==> src/rtl/dmp_pkg.sv <==
package dmp_pkg;

  typedef enum logic {
    CYC_SHORT = 1'b0,
    CYC_LONG  = 1'b1
  } psc_cyc_e;

  // Prescaler period length in clocks for a given cycle kind and doubling.
  function automatic int psc_len(input psc_cyc_e kind, input logic dbl, input int base);
    int n;
    n = (kind == CYC_LONG) ? base + 1 : base;
    return dbl ? 2 * n : n;
  endfunction

endpackage

==> src/rtl/dmp_prescaler.sv <==
module dmp_prescaler
  import dmp_pkg::*;
#(
  parameter int PSC_BASE = 6
) (
  input  logic     clk_i,
  input  logic     rst_ni,
  input  logic     run_i,
  input  psc_cyc_e kind_i,
  input  logic     dbl_i,
  output logic     wrap_o
);
  localparam int LEN_MAX = 2 * (PSC_BASE + 1);
  localparam int CNT_W   = $clog2(LEN_MAX);

  logic [CNT_W-1:0] cnt_q;
  logic [CNT_W-1:0] reload_val;

  assign wrap_o     = run_i && (cnt_q == '0);
  assign reload_val = CNT_W'(psc_len(kind_i, dbl_i, PSC_BASE) - 1);

  always_ff @(posedge clk_i or negedge rst_ni) begin
    if (!rst_ni)                 cnt_q <= '0;
    else if (!run_i || wrap_o)   cnt_q <= reload_val;
    else                         cnt_q <= cnt_q - 1'b1;
  end

endmodule

==> src/rtl/dmp_swallow.sv <==
module dmp_swallow
  import dmp_pkg::*;
#(
  parameter int A_W = 4,
  parameter int M_W = 6
) (
  input  logic           clk_i,
  input  logic           rst_ni,
  input  logic           run_i,
  input  logic           wrap_i,
  input  logic [A_W-1:0] swallow_i,
  input  logic [M_W-1:0] main_i,
  input  logic           dbl_i,
  output logic           term_o,
  output psc_cyc_e       kind_nxt_o,
  output logic           dbl_nxt_o
);
  logic [A_W-1:0] a_cnt_q;
  logic [M_W-1:0] m_cnt_q;
  logic           a_zero_q;
  logic           dbl_q;
  logic           load;

  assign term_o = wrap_i && (m_cnt_q == '0);
  assign load   = !run_i || term_o;

  always_ff @(posedge clk_i or negedge rst_ni) begin
    if (!rst_ni) begin
      a_cnt_q  <= '0;
      m_cnt_q  <= '0;
      a_zero_q <= 1'b1;
      dbl_q    <= 1'b0;
    end else if (load) begin
      a_cnt_q  <= swallow_i;
      m_cnt_q  <= main_i;
      a_zero_q <= (swallow_i == '0);
      dbl_q    <= dbl_i;
    end else if (wrap_i) begin
      if (a_cnt_q != '0) a_cnt_q <= a_cnt_q - 1'b1;
      m_cnt_q <= m_cnt_q - 1'b1;
    end
  end

  // First prescaler period of a frame is always long; later ones are long
  // while swallows remain, or throughout when A is zero.
  always_comb begin
    if (load)                                      kind_nxt_o = CYC_LONG;
    else if (a_zero_q || (a_cnt_q > A_W'(1)))      kind_nxt_o = CYC_LONG;
    else                                           kind_nxt_o = CYC_SHORT;
  end

  assign dbl_nxt_o = load ? dbl_i : dbl_q;

endmodule

==> src/rtl/dmp_ref_div.sv <==
module dmp_ref_div #(
  parameter int R_W = 7
) (
  input  logic           clk_i,
  input  logic           rst_ni,
  input  logic           run_i,
  input  logic [R_W-1:0] div_i,
  output logic           hit_o
);
  logic [R_W-1:0] cnt_q;

  assign hit_o = run_i && (cnt_q == '0);

  always_ff @(posedge clk_i or negedge rst_ni) begin
    if (!rst_ni)                cnt_q <= '0;
    else if (!run_i || hit_o)   cnt_q <= div_i;
    else                        cnt_q <= cnt_q - 1'b1;
  end

endmodule

==> src/rtl/dmp_fb_divider.sv <==
module dmp_fb_divider
  import dmp_pkg::*;
#(
  parameter int A_W      = 4,
  parameter int M_W      = 6,
  parameter int R_W      = 7,
  parameter int PSC_BASE = 6
) (
  input  logic           clk_i,
  input  logic           rst_ni,
  input  logic           jam_i,
  input  logic [A_W-1:0] swallow_i,
  input  logic [M_W-1:0] main_i,
  input  logic [R_W-1:0] ref_div_i,
  input  logic           dbl_i,
  output logic           fb_pulse_o,
  output logic           ref_pulse_o
);
  logic     run_q;
  logic     wrap;
  logic     term;
  psc_cyc_e kind_nxt;
  logic     dbl_nxt;
  logic     ref_hit;
  logic     fb_q;
  logic     ref_q;

  always_ff @(posedge clk_i or negedge rst_ni) begin
    if (!rst_ni) begin
      run_q <= 1'b0;
      fb_q  <= 1'b0;
      ref_q <= 1'b0;
    end else begin
      run_q <= !jam_i;
      fb_q  <= term && !jam_i;
      ref_q <= ref_hit && !jam_i;
    end
  end

  dmp_prescaler #(.PSC_BASE(PSC_BASE)) u_psc (
    .clk_i  (clk_i),
    .rst_ni (rst_ni),
    .run_i  (run_q),
    .kind_i (kind_nxt),
    .dbl_i  (dbl_nxt),
    .wrap_o (wrap)
  );

  dmp_swallow #(.A_W(A_W), .M_W(M_W)) u_swl (
    .clk_i      (clk_i),
    .rst_ni     (rst_ni),
    .run_i      (run_q),
    .wrap_i     (wrap),
    .swallow_i  (swallow_i),
    .main_i     (main_i),
    .dbl_i      (dbl_i),
    .term_o     (term),
    .kind_nxt_o (kind_nxt),
    .dbl_nxt_o  (dbl_nxt)
  );

  dmp_ref_div #(.R_W(R_W)) u_ref (
    .clk_i  (clk_i),
    .rst_ni (rst_ni),
    .run_i  (run_q),
    .div_i  (ref_div_i),
    .hit_o  (ref_hit)
  );

  assign fb_pulse_o  = fb_q;
  assign ref_pulse_o = ref_q;

endmodule

==> config.mk <==
export PLATFORM = sky130hd
export DESIGN_NAME = dmp_fb_divider
export DESIGN_NICKNAME = d
export VERILOG_FILES = /design/src/rtl/dmp_pkg.sv /design/src/rtl/dmp_prescaler.sv /design/src/rtl/dmp_swallow.sv /design/src/rtl/dmp_ref_div.sv /design/src/rtl/dmp_fb_divider.sv
export SDC_FILE = /design/constraint.sdc
export NUM_CORES = 1
export LEC_CHECK = 0
export ABC_AREA = 1
export BUFFER_PORTS_ARGS = -buffer_cell sky130_fd_sc_hd__buf_4
export CAP_MARGIN = 30
export CORE_ASPECT_RATIO = 0.5
export CORE_MARGIN = 2
export CORE_UTILIZATION = 50
export DETAILED_ROUTE_END_ITERATION = 10
export GPL_TIMING_DRIVEN = 1
export PLACE_DENSITY = 0.82
export SLEW_MARGIN = 20
export SYNTH_ARGS = -nofsm -noshare
export SYNTH_HDL_FRONTEND = slang
export SYNTH_SLANG_ARGS = --single-unit
export TNS_END_PERCENT = 50
==> constraint.sdc <==
create_clock -name clk_i -period 2.8 [get_ports clk_i]
set_input_delay 0.14 -clock clk_i [delete_from_list [all_inputs] [get_ports clk_i]]
set_output_delay 0.14 -clock clk_i [all_outputs]
set_load 0.01 [all_outputs]
After elaboration in Yosys (flattened, before gate mapping). Cells that the tools add are included.

Add/sub/neg operators: 5. Magnitude comparators: 1. Muxes and demuxes: 12. Reduce and logical (&&, ||, !) cells: 19.

Operators by type and width (number): $mux 4 (5); $mux 6 (2); $logic_not 4->1 (2); $sub 4x1->4 const B (2); $logic_not 7->1 (1); $mux 7 (1); $sub 7x1->7 const B (1); $logic_not 6->1 (1); $sub 6x1->6 const B (1); $logic_and 1x1->1 (5); $gt 4x1->1 const B (1); $logic_or 1x1->1 (4); $mux 1 (4); $reduce_bool 2->1 (2); $reduce_bool 4->1 (1); $sub 4x2->4 const B (1); $logic_not 1->1 (2); $reduce_and 2->1 (1).

Flip-flop bits (word level): 26. Input bits: 21. Output and inout port bits: 2. Word-level logic and storage cells: 46.

Depth between registers and ports, before layout.
Depth in word-level cells: 9. Gate-level depth with buffers: 10.

Modules after synthesis. Synthesis repeated with hierarchy kept, for this count alone.

Cells, all modules: 217. Area total of the unflattened synthesis: 1649.1 um2.

Modules (own cells, without submodules): dmp_swallow (instances 1, cells an instance 116, area each 839.6 um2); dmp_ref_div (instances 1, cells an instance 64, area each 484.2 um2); dmp_prescaler (instances 1, cells an instance 29, area each 231.5 um2); dmp_fb_divider (instances 1, cells an instance 8, area each 93.8 um2).

Worst setup path after synthesis. OpenSTA, ideal clock, no wires.

Kind: register -> register. Start point: register u_swl.m_cnt_q[0]. End point: register u_psc.cnt_q[2]. Setup time: 83 ps. Arrival time: 1600 ps. Data required time: 2717 ps. Setup slack: 1117 ps. Stages on the path, launching flop included: 11. Clock period less this slack: 1683 ps. Cells stage by stage: dfrtp_1 -> inv_1 -> ha_1 -> nand3_2 -> o21bai_4 -> buf_6 -> nand2_1 -> nand2_1 -> inv_1 -> ha_1 -> o21ai_0.

RTL lines: from (decl) (RTL line dmp_swallow.sv:19) `logic [M_W-1:0] m_cnt_q;`; from (signal assigned) (RTL line dmp_swallow.sv:35) `m_cnt_q <= main_i;`; from (signal assigned) (RTL line dmp_swallow.sv:40) `m_cnt_q <= m_cnt_q - 1'b1;`; $logic_not 6->1 (RTL line dmp_swallow.sv:24) `assign term_o = wrap_i && (m_cnt_q == '0);`; $logic_and 1x1->1 (RTL line dmp_swallow.sv:24); $logic_or 1x1->1 (RTL line dmp_swallow.sv:25) `assign load = !run_i || term_o;`; $mux 1 (RTL line dmp_swallow.sv:52) `assign dbl_nxt_o = load ? dbl_i : dbl_q;`; via dbl_nxt (RTL line dmp_fb_divider.sv:23) `logic dbl_nxt;`; $mux 4 (RTL line dmp_pkg.sv:12) `return dbl ? 2 * n : n;`; $sub 4x2->4 (RTL line dmp_prescaler.sv:20) `assign reload_val = CNT_W'(psc_len(kind_i, dbl_i, PSC_BASE) - 1);`; $mux 4 (RTL line dmp_prescaler.sv:24) `else if (!run_i || wrap_o) cnt_q <= reload_val;`; to (signal assigned) (RTL line dmp_prescaler.sv:24); to (signal assigned) (RTL line dmp_prescaler.sv:25) `else cnt_q <= cnt_q - 1'b1;`; to (decl) (RTL line dmp_prescaler.sv:16) `logic [CNT_W-1:0] cnt_q;`.

The timed path passes the listed nets, and every way through them passes these cells. A chain may end at the register's enable or synchronous reset.

Worst setup path in the final report. Ends and elaborated chain as after synthesis.

==> results.json <==
{
  "hold_end": "run_q$_DFF_PN0_",
  "power_density_mw_per_mm2": 600,
  "hp-start": "jam_i",
  "synth-seq-cells": 26,
  "coreArea_mm2": 0.00305,
  "ant_nets": 0,
  "crit_type": "flip-flop to flip-flop",
  "ir_drop_uv": 302,
  "gp_congestion": 0.874,
  "initial_core_util_pct": 53.3,
  "crit_path_end_kind": "flip-flop",
  "fin_hold_ws_ns": 0.0216,
  "fmax_mhz": 507,
  "synthTopCellsByArea": "dfrtp_1 (38%), nand2_1 (16%), inv_1 (6.7%)",
  "r2r_setup_slack_ns": 0.83,
  "fin_setup_tns_ns": 0,
  "n_fill_cell": 272,
  "cts_max_level": 1,
  "cts_buffer_depth": 2,
  "maxSlewHeadroom_pct": 68.8,
  "cts_tree": "done",
  "post_drt_wl_per_cell_um": 11.6,
  "crit_family": "compound AO/OA/AOI/OAI gates",
  "drt-initial-drc-count": 85,
  "seq_area_um2": 652,
  "tightestPinTransition_ns": 0.468,
  "crit_start": "u_swl.m_cnt_q[0]$_DFFE_PN0P_",
  "track_usage_pct": 18.8,
  "crit_chain": "inv_1 > ha_1 > nand3_2 > o21bai_4 > nand2_1 > nand2_1 > inv_1 > ha_1 > o21ai_0",
  "cts_setup_buffers": 0,
  "final_common_cell": "nand2_1",
  "area.growth.synth_to_final_pct": 15.2,
  "crit_arrival_ns": 2.17,
  "yosysUniqueCellTypes": 27,
  "cp.buffers_inverters": 2,
  "grt_pass1_vias": 1309,
  "drt_wl_total_um": 3180,
  "cts_made_buffers": 3,
  "synth_nets": 239,
  "hold_path.class": "input pin to flip-flop",
  "die_h_um": 44.3,
  "hold_viol_final": 0,
  "worst_r2r_path_depth": 9,
  "ys_warn_count": 0,
  "worstPathMaxFanout": 12,
  "cp-start-kind": "flip-flop",
  "synthCells": 210,
  "synth_area_mm2": 0.00163,
  "via_per_inst": 5.07,
  "nNetsFinal": 263,
  "drc": 0,
  "dieArea_mm2": 0.00375,
  "synth_top_area_cell": "dfrtp_1",
  "cap_violations": 0,
  "drive_above_1_share_pct": 16.7,
  "ioPinCount": 23,
  "outcome": "complete, no violations",
  "insertion_delay_ns": 0.28,
  "critPathSlowestCell": "dfrtp_1",
  "final_util_pct": 61.5,
  "io_buffers": 22,
  "dp_slack_ns": 0.874,
  "first_pass_iters": 4,
  "hold_depth": 2,
  "cp.required_ns": 2.99,
  "syn_avg_cell_area_um2": 7.74,
  "grt_overflow": 0,
  "critical_path_depth": 9,
  "grt_pass1_wl_um": 5550,
  "finalCriticalPeriod_ns": 1.97,
  "multi_input_area_um2": 832,
  "reg2reg_to": "u_psc.cnt_q[2]$_DFF_PN0_",
  "seq_area_frac_synth_pct": 40.1,
  "grt_start_max_net_pins": 27,
  "routed-via-count": 1384,
  "setup_slack_ns": 0.827,
  "finalMaxSlewViolations": 0,
  "antenna_found_initial": 0,
  "clock_sinks": 26,
  "grt_setup_unrepaired": "false",
  "place_hpwl_um": 2350,
  "p_leak_nw": 0.988,
  "worstReg2RegStart": "u_swl.m_cnt_q[0]$_DFFE_PN0P_",
  "layout_common_cells": "nand2_1 (69), inv_1 (29), dfrtp_1 (25), buf_4 (22), nand3_1 (15)",
  "period_share_pct": 70.5,
  "finClkSkew_ns": 0.0107,
  "cpPeakStageDelay_ns": 0.41,
  "root_buffer": "clkbuf_8",
  "chipWidth_um": 84.6,
  "clk_pin_slew_ns": 0.09,
  "placementRows": 14,
  "diodes": 0,
  "postCtsResizedCells": 0,
  "yosysTopAreaCellShare_pct": 38.5,
  "setup_violations": 0
}
-- layer usage --
layer	GRT usage (%)	share of wire, %	vias up
li1	-	-	707
met1	23.6	47	642
met2	33.4	48	32
met3	4.10	4.6	3
met4	6.35	0.53	0
met5	0	0	-
-- logic make-up after synthesis --
logic type | Yosys count | share of synthesized area [%]
compound gates | 19 | 7.54
flops | 26 | 40.1
xor+xnor | 9 | 4.85
simple gates | 114 | 32.0
mux | 1 | 0.616
buf+inv | 33 | 8.70
fa+ha+maj | 8 | 6.16
-- repair_timing --
action,CTS,global route
hold buffers,1,0
setup endpoints to repair,0,0
endpoints found under the hold margin,25,0
-- synth_stat cells --
master	instances
a21oi_1	1
buf_2	2
buf_6	2
dfrtp_1	25
dfstp_2	1
ha_1	8
inv_1	29
mux2i_1	1
nand2_1	69
nand2_2	2
nand2_4	1
nand3_1	15
nand3_2	2
nand3b_1	3
nand4_1	2
nor2_1	12
nor2_2	1
nor2_4	3
nor3_1	2
nor4_1	1
o211ai_1	4
o21ai_0	12
o21ai_2	1
o21bai_4	1
or2_2	1
xnor2_1	2
xor2_1	7
-- power breakdown --
group          internal [mW]  switching [mW]
Clock                  0.126           0.119
Sequential             0.447          0.0693
Combinational          0.154           0.210
Total                  0.727           0.398
-- flip-flops by register name, indices dropped and copies added, names as in the netlist --
name            count
u_ref.cnt_q         7
u_swl.a_zero_q      1
u_psc.cnt_q         4
u_swl.dbl_q         1
run_q               1
u_swl.a_cnt_q       4
u_swl.m_cnt_q       6
ref_pulse_o         1
fb_pulse_o          1
-- per-stage QoR --
stage | cell area [um^2] | std cells | power, mW
2_1_floorplan | 1630 | 210 | 0.789
3_3_place_gp | 1810 | 268 | 0.871
3_5_place_dp | 1810 | 268 | 0.881
4_1_cts | 1870 | 273 | 1.13
5_1_grt | 1870 | 273 | 1.22
6_report | 1870 | 273 | 1.12
-- cell type report --
class	count	area share, %
clock buffer	4	2.94
inverter	29	5.81
multi-input combinational	151	44.4
sequential	26	34.8
tap	40	2.67
timing repair buffer	23	9.35
-- worst max path at each step --
stage	endpoint	slack [ns]
after global routing	u_psc.cnt_q[2]$_DFF_PN0_	0.67
after CTS	u_psc.cnt_q[2]$_DFF_PN0_	0.85
final	u_psc.cnt_q[2]$_DFF_PN0_	0.83
after detailed placement	u_psc.cnt_q[2]$_DFF_PN0_	0.87
after floorplan	u_psc.cnt_q[2]$_DFF_PN0_	1.12
after global placement	u_psc.cnt_q[2]$_DFF_PN0_	1.01
-- worst reg2reg max path, stage by stage (launching register included) --
cell and delay [ns]:
dfrtp_1 0.41, inv_1 0.14, ha_1 0.24, nand3_2 0.15
o21bai_4 0.31, nand2_1 0.12, nand2_1 0.11, inv_1 0.06
ha_1 0.19, o21ai_0 0.18
Power figures use the tool's default switching activity.
